[config.mk]
export PLATFORM = sky130hd
export DESIGN_NAME = hs_byte_sequencer
export DESIGN_NICKNAME = d
export VERILOG_FILES = /design/src/rtl/hs_seq_pkg.sv /design/src/rtl/hs_phase_gen.sv /design/src/rtl/hs_entry_ctrl.sv /design/src/rtl/hs_result_latch.sv /design/src/rtl/hs_byte_seq.sv /design/src/rtl/hs_byte_sequencer.sv
export SDC_FILE = /design/constraint.sdc
export NUM_CORES = 1
export LEC_CHECK = 0
export ABC_AREA = 0
export BUFFER_PORTS_ARGS = -buffer_cell sky130_fd_sc_hd__buf_2
export CORE_ASPECT_RATIO = 0.9
export CORE_MARGIN = 10
export CORE_UTILIZATION = 32
export DETAILED_ROUTE_END_ITERATION = 8
export PLACE_DENSITY = 0.51
export SYNTH_ARGS = -nofsm -noshare
export SYNTH_HDL_FRONTEND = slang
export SYNTH_SLANG_ARGS = --single-unit
[constraint.sdc]
create_clock -name clk_i -period 2.8 [get_ports clk_i]
set_input_delay 0.84 -clock clk_i [delete_from_list [all_inputs] [get_ports clk_i]]
set_output_delay 0.84 -clock clk_i [all_outputs]
set_load 0.1 [all_outputs]
[src/rtl/hs_seq_pkg.sv]
package hs_seq_pkg;
  typedef enum logic [3:0] {
    S_IDLE,
    S_WAIT,
    S_ARM,
    S_HI_LD,
    S_HI_HOLD,
    S_HI_REL,
    S_LO_LD,
    S_LO_HOLD,
    S_LO_REL
  } hs_state_e;
endpackage

[src/rtl/hs_phase_gen.sv]
module hs_phase_gen (
  input  logic clk_i,
  input  logic rst_ni,
  output logic rise_o
);
  logic ph_q;

  always_ff @(posedge clk_i or negedge rst_ni) begin
    if (!rst_ni) ph_q <= 1'b0;
    else         ph_q <= ~ph_q;
  end

  // current edge is a rising phase when ph_q is low
  assign rise_o = ~ph_q;
endmodule

[src/rtl/hs_entry_ctrl.sv]
module hs_entry_ctrl (
  input  logic clk_i,
  input  logic rst_ni,
  input  logic mode_i,
  input  logic new_data_i,
  input  logic idle_i,
  output logic enter_o,
  output logic store_o
);
  logic mode_q;

  always_ff @(posedge clk_i or negedge rst_ni) begin
    if (!rst_ni) mode_q <= 1'b0;
    else         mode_q <= mode_i;
  end

  // store and entry share the edge: bytes read the latch only after it
  assign store_o = idle_i & new_data_i;
  assign enter_o = idle_i & mode_i & (~mode_q | new_data_i);
endmodule

[src/rtl/hs_result_latch.sv]
module hs_result_latch #(
  parameter int DATA_W = 12,
  parameter int BYTE_W = 8,
  localparam int RES_W = DATA_W + 2,
  localparam int HI_W  = DATA_W - BYTE_W
) (
  input  logic              clk_i,
  input  logic              rst_ni,
  input  logic              store_i,
  input  logic              idle_i,
  input  logic [RES_W-1:0]  result_i,
  output logic [BYTE_W-1:0] hi_byte_o,
  output logic [BYTE_W-1:0] lo_byte_o
);
  logic [RES_W-1:0] lat_q;

  always_ff @(posedge clk_i or negedge rst_ni) begin
    if (!rst_ni)      lat_q <= '0;
    else if (store_i) lat_q <= result_i;
  end

  always_comb begin
    hi_byte_o = '0;
    hi_byte_o[HI_W-1:0] = lat_q[DATA_W-1:BYTE_W];
    hi_byte_o[HI_W]     = lat_q[DATA_W];
    hi_byte_o[HI_W+1]   = lat_q[DATA_W+1];
    lo_byte_o = lat_q[BYTE_W-1:0];
  end

  p_latch_frozen_r5: assert property (@(posedge clk_i) disable iff (!rst_ni)
    !idle_i |=> $stable(lat_q));
endmodule

[src/rtl/hs_byte_seq.sv]
module hs_byte_seq
  import hs_seq_pkg::*;
#(
  parameter int BYTE_W = 8
) (
  input  logic              clk_i,
  input  logic              rst_ni,
  input  logic              rise_i,
  input  logic              enter_i,
  input  logic              send_i,
  input  logic [BYTE_W-1:0] hi_byte_i,
  input  logic [BYTE_W-1:0] lo_byte_i,
  output logic              idle_o,
  output logic              load_no,
  output logic              hi_en_no,
  output logic              lo_en_no,
  output logic [BYTE_W-1:0] data_o,
  output logic              data_oe_o,
  output logic              busy_o
);
  hs_state_e st_q, st_d;
  logic      fall_send;

  assign fall_send = ~rise_i & send_i;
  assign idle_o    = (st_q == S_IDLE);

  always_comb begin
    st_d = st_q;
    unique case (st_q)
      S_IDLE:    if (enter_i)   st_d = S_WAIT;
      S_WAIT:    if (fall_send) st_d = S_ARM;
      S_ARM:     if (rise_i)    st_d = S_HI_LD;
      S_HI_LD:   if (rise_i)    st_d = S_HI_HOLD;
      S_HI_HOLD: if (fall_send) st_d = S_HI_REL;
      S_HI_REL:  if (rise_i)    st_d = S_LO_LD;
      S_LO_LD:   if (rise_i)    st_d = S_LO_HOLD;
      S_LO_HOLD: if (fall_send) st_d = S_LO_REL;
      S_LO_REL:  if (rise_i)    st_d = S_IDLE;
      default:                  st_d = S_IDLE;
    endcase
  end

  always_ff @(posedge clk_i or negedge rst_ni) begin
    if (!rst_ni) begin
      st_q      <= S_IDLE;
      load_no   <= 1'b1;
      hi_en_no  <= 1'b1;
      lo_en_no  <= 1'b1;
      data_o    <= '0;
      data_oe_o <= 1'b0;
      busy_o    <= 1'b0;
    end else begin
      st_q      <= st_d;
      load_no   <= ~(st_d inside {S_HI_LD, S_LO_LD});
      hi_en_no  <= ~(st_d inside {S_HI_LD, S_HI_HOLD, S_HI_REL});
      lo_en_no  <= ~(st_d inside {S_LO_LD, S_LO_HOLD, S_LO_REL});
      data_oe_o <= st_d inside {S_HI_LD, S_HI_HOLD, S_LO_LD, S_LO_HOLD};
      busy_o    <= (st_d != S_IDLE);
      if (st_d inside {S_HI_LD, S_HI_HOLD})      data_o <= hi_byte_i;
      else if (st_d inside {S_LO_LD, S_LO_HOLD}) data_o <= lo_byte_i;
      else                                       data_o <= '0;
    end
  end

  p_enter_only_idle_r4: assert property (@(posedge clk_i) disable iff (!rst_ni)
    enter_i |-> st_q == S_IDLE);
  p_load_on_rise_r6: assert property (@(posedge clk_i) disable iff (!rst_ni)
    $fell(load_no) |-> !rise_i);
  p_load_first_r7: assert property (@(posedge clk_i) disable iff (!rst_ni)
    $fell(load_no) |=> !load_no);
  p_load_second_r7: assert property (@(posedge clk_i) disable iff (!rst_ni)
    (!load_no && !$past(load_no)) |=> load_no);
  p_lo_follows_hi_r10: assert property (@(posedge clk_i) disable iff (!rst_ni)
    $rose(hi_en_no) |-> !lo_en_no);
  p_idle_quiet_r11: assert property (@(posedge clk_i) disable iff (!rst_ni)
    !busy_o |-> (load_no && hi_en_no && lo_en_no));
  p_bus_owned_r13: assert property (@(posedge clk_i) disable iff (!rst_ni)
    data_oe_o |-> (hi_en_no != lo_en_no));
endmodule

[src/rtl/hs_byte_sequencer.sv]
module hs_byte_sequencer #(
  parameter int DATA_W = 12,
  parameter int BYTE_W = 8,
  localparam int RES_W = DATA_W + 2
) (
  input  logic              clk_i,
  input  logic              rst_ni,
  input  logic              mode_i,
  input  logic              send_i,
  input  logic              new_data_i,
  input  logic [RES_W-1:0]  result_i,
  output logic              load_no,
  output logic              hi_en_no,
  output logic              lo_en_no,
  output logic [BYTE_W-1:0] data_o,
  output logic              data_oe_o,
  output logic              busy_o
);
  logic              rise, enter, store, idle;
  logic [BYTE_W-1:0] hi_byte, lo_byte;

  hs_phase_gen u_phase (
    .clk_i  (clk_i),
    .rst_ni (rst_ni),
    .rise_o (rise)
  );

  hs_entry_ctrl u_entry (
    .clk_i      (clk_i),
    .rst_ni     (rst_ni),
    .mode_i     (mode_i),
    .new_data_i (new_data_i),
    .idle_i     (idle),
    .enter_o    (enter),
    .store_o    (store)
  );

  hs_result_latch #(.DATA_W(DATA_W), .BYTE_W(BYTE_W)) u_latch (
    .clk_i     (clk_i),
    .rst_ni    (rst_ni),
    .store_i   (store),
    .idle_i    (idle),
    .result_i  (result_i),
    .hi_byte_o (hi_byte),
    .lo_byte_o (lo_byte)
  );

  hs_byte_seq #(.BYTE_W(BYTE_W)) u_seq (
    .clk_i     (clk_i),
    .rst_ni    (rst_ni),
    .rise_i    (rise),
    .enter_i   (enter),
    .send_i    (send_i),
    .hi_byte_i (hi_byte),
    .lo_byte_i (lo_byte),
    .idle_o    (idle),
    .load_no   (load_no),
    .hi_en_no  (hi_en_no),
    .lo_en_no  (lo_en_no),
    .data_o    (data_o),
    .data_oe_o (data_oe_o),
    .busy_o    (busy_o)
  );
endmodule

# --- After elaboration in Yosys (flattened, before gate mapping) ---
# Index checks and enable logic that the tools add are counted.
op_classes:
  div: 0
  muxes: 12
  order_cmp: 0
  reduce_logical: 8
  bitwise: 10
  addsub: 0
  mul: 0
  eq_ne: 14
  n_shift: 0
op_table:
  columns: ["cell", "n"]
  rows:
  - ["two-way mux 4 bit", 9]
  - ["case mux 4 bit (9 select lines)", 1]
  - ["equality test 4 x 3 -> 1 bit (second input constant)", 8]
  - ["two-way mux 8 bit", 2]
  - ["equality test 4 x 2 -> 1 bit (second input constant)", 3]
  - ["equality test 4 bit (second input constant)", 2]
  - ["nonzero test 4 bit", 2]
  - ["nonzero test 2 bit", 3]
  - ["nonzero test 3 bit", 2]
  - ["inverter 1 bit", 5]
  - ["bitwise AND 1 bit", 4]
  - ["equality test 4 x 1 -> 1 bit (second input constant)", 1]
  - ["zero test 4 bit", 1]
  - ["OR 1 bit", 1]
totals:
  register_bits: 33
  mem_bits_ro: 0
  mem_bits_rw: 0
  latch_bits: 0
  input_bits: 19
  memories: 0

# --- Depth between registers and ports, before layout ---
depth:
  word_depth: 9
  ltp_mapped: 7

# --- Cells and area by module ---
# Synthesis repeated with hierarchy kept, for this count alone.
unflattened:
  hier_cells: 148
  hier_area_um2: 1622.8
by_module_without_submodules:
  columns: ["mod", "area_per_inst_um2", "n_inst", "cells_each"]
  rows:
  - ["hs_byte_seq", 1007.2, 1, 109]
  - ["hs_result_latch", 538.0, 1, 32]
  - ["hs_entry_ctrl", 48.8, 1, 5]
  - ["hs_phase_gen", 28.8, 1, 2]

# --- Least setup slack after synthesis ---
# Ideal clock, no wire load.
synth_path:
  path_kind: "input port to flip-flop"
  from: "input port new_data_i"
  to: "register u_seq.busy_o"
  setup_time_ns: 0.139
  cell_stages: 5
  t_arrival_ns: 1.935
  t_required_ns: 2.661
  setup_slack_ns: 0.726
  path_cell_list: "nand2b_1 and3_1 nor3_4 nand2_4 or4_1"
synth_via:
  elab_chain_len: 5
synth_rtl:
  columns: ["element", "line", "text"]
  rows:
  - ["from (decl)", "hs_byte_sequencer.sv:10", "input logic new_data_i,"]
  - ["OR 1 bit", "hs_entry_ctrl.sv:19", "assign enter_o = idle_i & mode_i & (~mode_q | new_data_i);"]
  - ["bitwise AND 1 bit", "hs_entry_ctrl.sv:19", null]
  - ["two-way mux 4 bit", "hs_byte_seq.sv:30", "S_IDLE: if (enter_i) st_d = S_WAIT;"]
  - ["case mux 4 bit (9 select lines)", "hs_byte_seq.sv:29", "unique case (st_q)"]
  - ["named net u_seq.st_d[0]", "hs_byte_seq.sv:21", "hs_state_e st_q, st_d;"]
  - ["nonzero test 4 bit", "hs_byte_seq.sv:58", "busy_o <= (st_d != S_IDLE);"]
  - ["to (signal assigned)", "hs_byte_seq.sv:58", null]
  - ["to (decl)", "hs_byte_seq.sv:19", "output logic busy_o"]
# The timed path passes the listed nets, and every way through them passes these cells.
# A chain may end at the register's enable or synchronous reset.

# --- Worst setup path after layout ---
layout_path:
  from: "register u_seq.lo_en_no"
  to: "output port lo_en_no"
layout_lines:
  columns: ["element", "line", "text"]
  rows:
  - ["from (decl)", "hs_byte_seq.sv:16", "output logic lo_en_no,"]
  - ["from (signal assigned)", "hs_byte_seq.sv:56", "lo_en_no <= ~(st_d inside {S_LO_LD, S_LO_HOLD, S_LO_REL});"]
  - ["to (decl)", "hs_byte_sequencer.sv:14", "output logic lo_en_no,"]
# No word-level cell between the ends.

==> results.sh <==
export IMPL_path_delay_family="flip-flops"
export IMPL_gp_congestion=0.7593
export IMPL_cts_root_buffer="clkbuf_8"
export IMPL_clkLatencyLatePin_ps=280
export IMPL_multi_input_area_um2=645.6
export IMPL_p_leak_nw=0.8335
export IMPL_nFillCells=458
export IMPL_yosysUniqueCellTypes=37
export IMPL_die_area_um2=8032
export IMPL_status="complete, no violations"
export IMPL_synthArstFlopShare_pct=100.0
export IMPL_hold_ws_ps=473.6
export IMPL_finalHoldViolations=0
export IMPL_worst_setup_path_end_kind="output port"
export IMPL_synth_edf_count=0
export IMPL_maxCapViolCount=0
export IMPL_firstDrtPassIters=4
export IMPL_postLayoutCoreUtil_pct=39.87
export IMPL_drtAntennaViolNets=0
export IMPL_min_delay_start="u_latch.lat_q[7]$_DFFE_PN0P_"
export IMPL_post_drt_wl_per_cell_um=14.67
export IMPL_syn_area_um2=1550
export IMPL_io_pins=32
export IMPL_die_h_um=86.03
export IMPL_via_per_inst=4.777
export IMPL_min_path_cells=1
export IMPL_tns_ps=0
export IMPL_syn2layout_area_growth_pct=17.68
export IMPL_crit_fanout=1
export IMPL_cts_resized_gates=0
export IMPL_grtUsageTotal_pct=8.539
export IMPL_slowest_stage="dfstp_2"
export IMPL_rr_worst_depth=5
export IMPL_r2r_end="u_seq.busy_o$_DFF_PN0_"
export IMPL_crit_arrival_ps=1210
export IMPL_yosysTopAreaCell="dfrtp_1"
export IMPL_setup_violations_final=0
export IMPL_r2r_start="u_seq.st_q[2]$_DFF_PN0_"
export IMPL_max_freq_ghz=0.4884
export IMPL_cp_cell_sequence="buf_2"
export IMPL_fin_crit_sh_pct=73.12
export IMPL_tightest_slew_ps=721.0
export IMPL_synth_flop_cell="dfrtp_1"
export IMPL_grt_pass1_wl_mm=5.540
export IMPL_cp_start_kind="register"
export IMPL_cts_path_max_buffers=2
export IMPL_drv_slew=0
export IMPL_route_detailed_drc=0
export IMPL_cts_buffers=5
export IMPL_ir_drop_uv=666.6
export IMPL_path_clk_slew_ps=70
export IMPL_grt_max_degree=34
export IMPL_layout_nets=180
export IMPL_grt_ovfl_total=0
export IMPL_num_rows=23
export IMPL_seq_area_frac_synth_pct=53.51
export IMPL_vias=1070
export IMPL_postCtsSetupRepairBufs=0
export IMPL_worstHoldPathType="register to register"
export IMPL_timing_critical_path_buf_inv=1
export IMPL_synth_cells=131
export IMPL_synth_area_leaders="dfrtp_1, mux2_2, dfstp_2"
export IMPL_critPathRequiredTime_ps=1960
export IMPL_dp_hpwl_mm=2.386
export IMPL_drive_above_1_share_pct=40.12
export IMPL_regArea_um2=829.5
export IMPL_holdBufCountCts=0
export IMPL_avgSynthCellArea_um2=11.83
export IMPL_slowest_delay_ps=510
export IMPL_relSlewSlack_pct=51.94
export IMPL_n_antenna_cell=0
export IMPL_rsz0062_at_grt="false"
export IMPL_clock_skew_final_ps=2.708
export IMPL_cts_sinks=33
export IMPL_die_w_um=93.37
export IMPL_power_density_nw_per_um2=1359
export IMPL_rrSetupSlack_ps=860
export IMPL_port_buffers=31
export IMPL_antenna_found_initial=0
export IMPL_tritoncts="done"
export IMPL_start_util_pct=33.88
export IMPL_worstSetupPathType="register to output port"
export IMPL_yosys_warnings=0
export IMPL_fp_coreArea_um2=4576
export IMPL_ys_ff_latch=33
export IMPL_first_iter_violations=85
export IMPL_layout_min_cycle_time_ps=2047
export IMPL_yosysTopAreaCellShare_pct=48.43
export IMPL_syn_nets=150
export IMPL_wl_mm=3.285
export IMPL_grt_pass1_vias=1174
export IMPL_holdPathEnd="u_seq.data_o[7]$_DFF_PN0_"
export IMPL_htree_levels=2
## cell usage after synthesis (2+ instances only)
cell,n
dfrtp_1,30
clkbuf_1,2
and2_1,2
nand2_1,10
a21oi_1,3
nor4_2,2
buf_2,3
nor2_1,11
nand3_1,7
dfstp_2,3
o211ai_1,6
and3_1,3
nand2b_1,2
mux2_2,14
nand4_1,6
nand3b_1,2
buf_6,4
inv_1,2
## metal layers
metal,global-route usage (%),vias to the layer above,part of all wire (%)
met5,0,-,0
met2,12.39,38,43
met3,4.530,3,9.6
met4,2.521,0,0.49
li1,-,525,-
met1,10.65,504,47
## metrics by stage
stage          area (um^2)  instances  total power [W]  worst slack [ps]
6_report              1824        224         0.002479             752.5
5_1_grt               1824        224         0.002636             698.9
4_1_cts               1824        224         0.002509             744.8
3_5_place_dp          1723        216         0.002110             530.9
3_3_place_gp          1723        216         0.002099             547.8
2_1_floorplan         1550        131         0.001923             726.2
## layout make-up
type | instances | area share, %
inverter | 2 | 0.4115
clock buffer | 7 | 5.281
multi-input combinational | 87 | 35.39
timing repair buffer | 32 | 8.916
sequential | 33 | 45.47
tap | 62 | 4.252
clock inverter | 1 | 0.2743
## cell families (layout without fill, tap and decap cells)
logic type | count (synthesis) | count (layout) | synth area share (%)
AND/OR/NAND/NOR | 57 | 57 | 22.68
flip-flops | 33 | 33 | 53.51
AO/OA/AOI/OAI | 15 | 15 | 8.152
multiplexers | 15 | 15 | 10.82
buffers and inverters | 11 | 42 | 4.842
## worst max-delay path by stage
stage | start | endpoint | slack, ps | cells after the start
final | u_seq.lo_en_no$_DFF_PN1_ | lo_en_no | 750 | 1
after detailed placement | new_data_i | u_seq.busy_o$_DFF_PN0_ | 530 | 6
after global placement | new_data_i | u_seq.busy_o$_DFF_PN0_ | 550 | 6
after CTS | u_seq.load_no$_DFF_PN1_ | load_no | 740 | 1
after floorplan | new_data_i | u_seq.busy_o$_DFF_PN0_ | 730 | 5
after global routing | u_seq.hi_en_no$_DFF_PN1_ | hi_en_no | 700 | 1
## placed cells by master (no fill, tap or decap), types with 2 or more instances in the layout
master / n
nand3_1: 7
o211ai_1: 6
dfrtp_1: 30
nor2_1: 11
dfstp_2: 3
nand2b_1: 2
a21oi_1: 3
and2_1: 2
buf_2: 31
inv_1: 2
mux2_2: 14
nand3b_1: 2
and3_1: 3
nand4_1: 6
nand2_1: 10
nor4_2: 2
clkbuf_8: 7
## where the power goes
group          switching, W  internal, W  leakage [nW]  total (W)
clock network      0.000166     0.000222        0.0542   0.000388
logic              0.000885     0.000359         0.383    0.00124
registers          0.000156     0.000690         0.397   0.000846
## sequential cells by signal, summed over array words and instances, names as in the netlist
register         count
u_seq.busy_o         1
u_seq.lo_en_no       1
u_seq.load_no        1
u_phase.ph_q         1
u_seq.data_o         8
u_latch.lat_q       14
u_seq.st_q           4
u_seq.hi_en_no       1
u_entry.mode_q       1
u_seq.data_oe_o      1
Note: power is estimated with default switching activity, not from simulation.
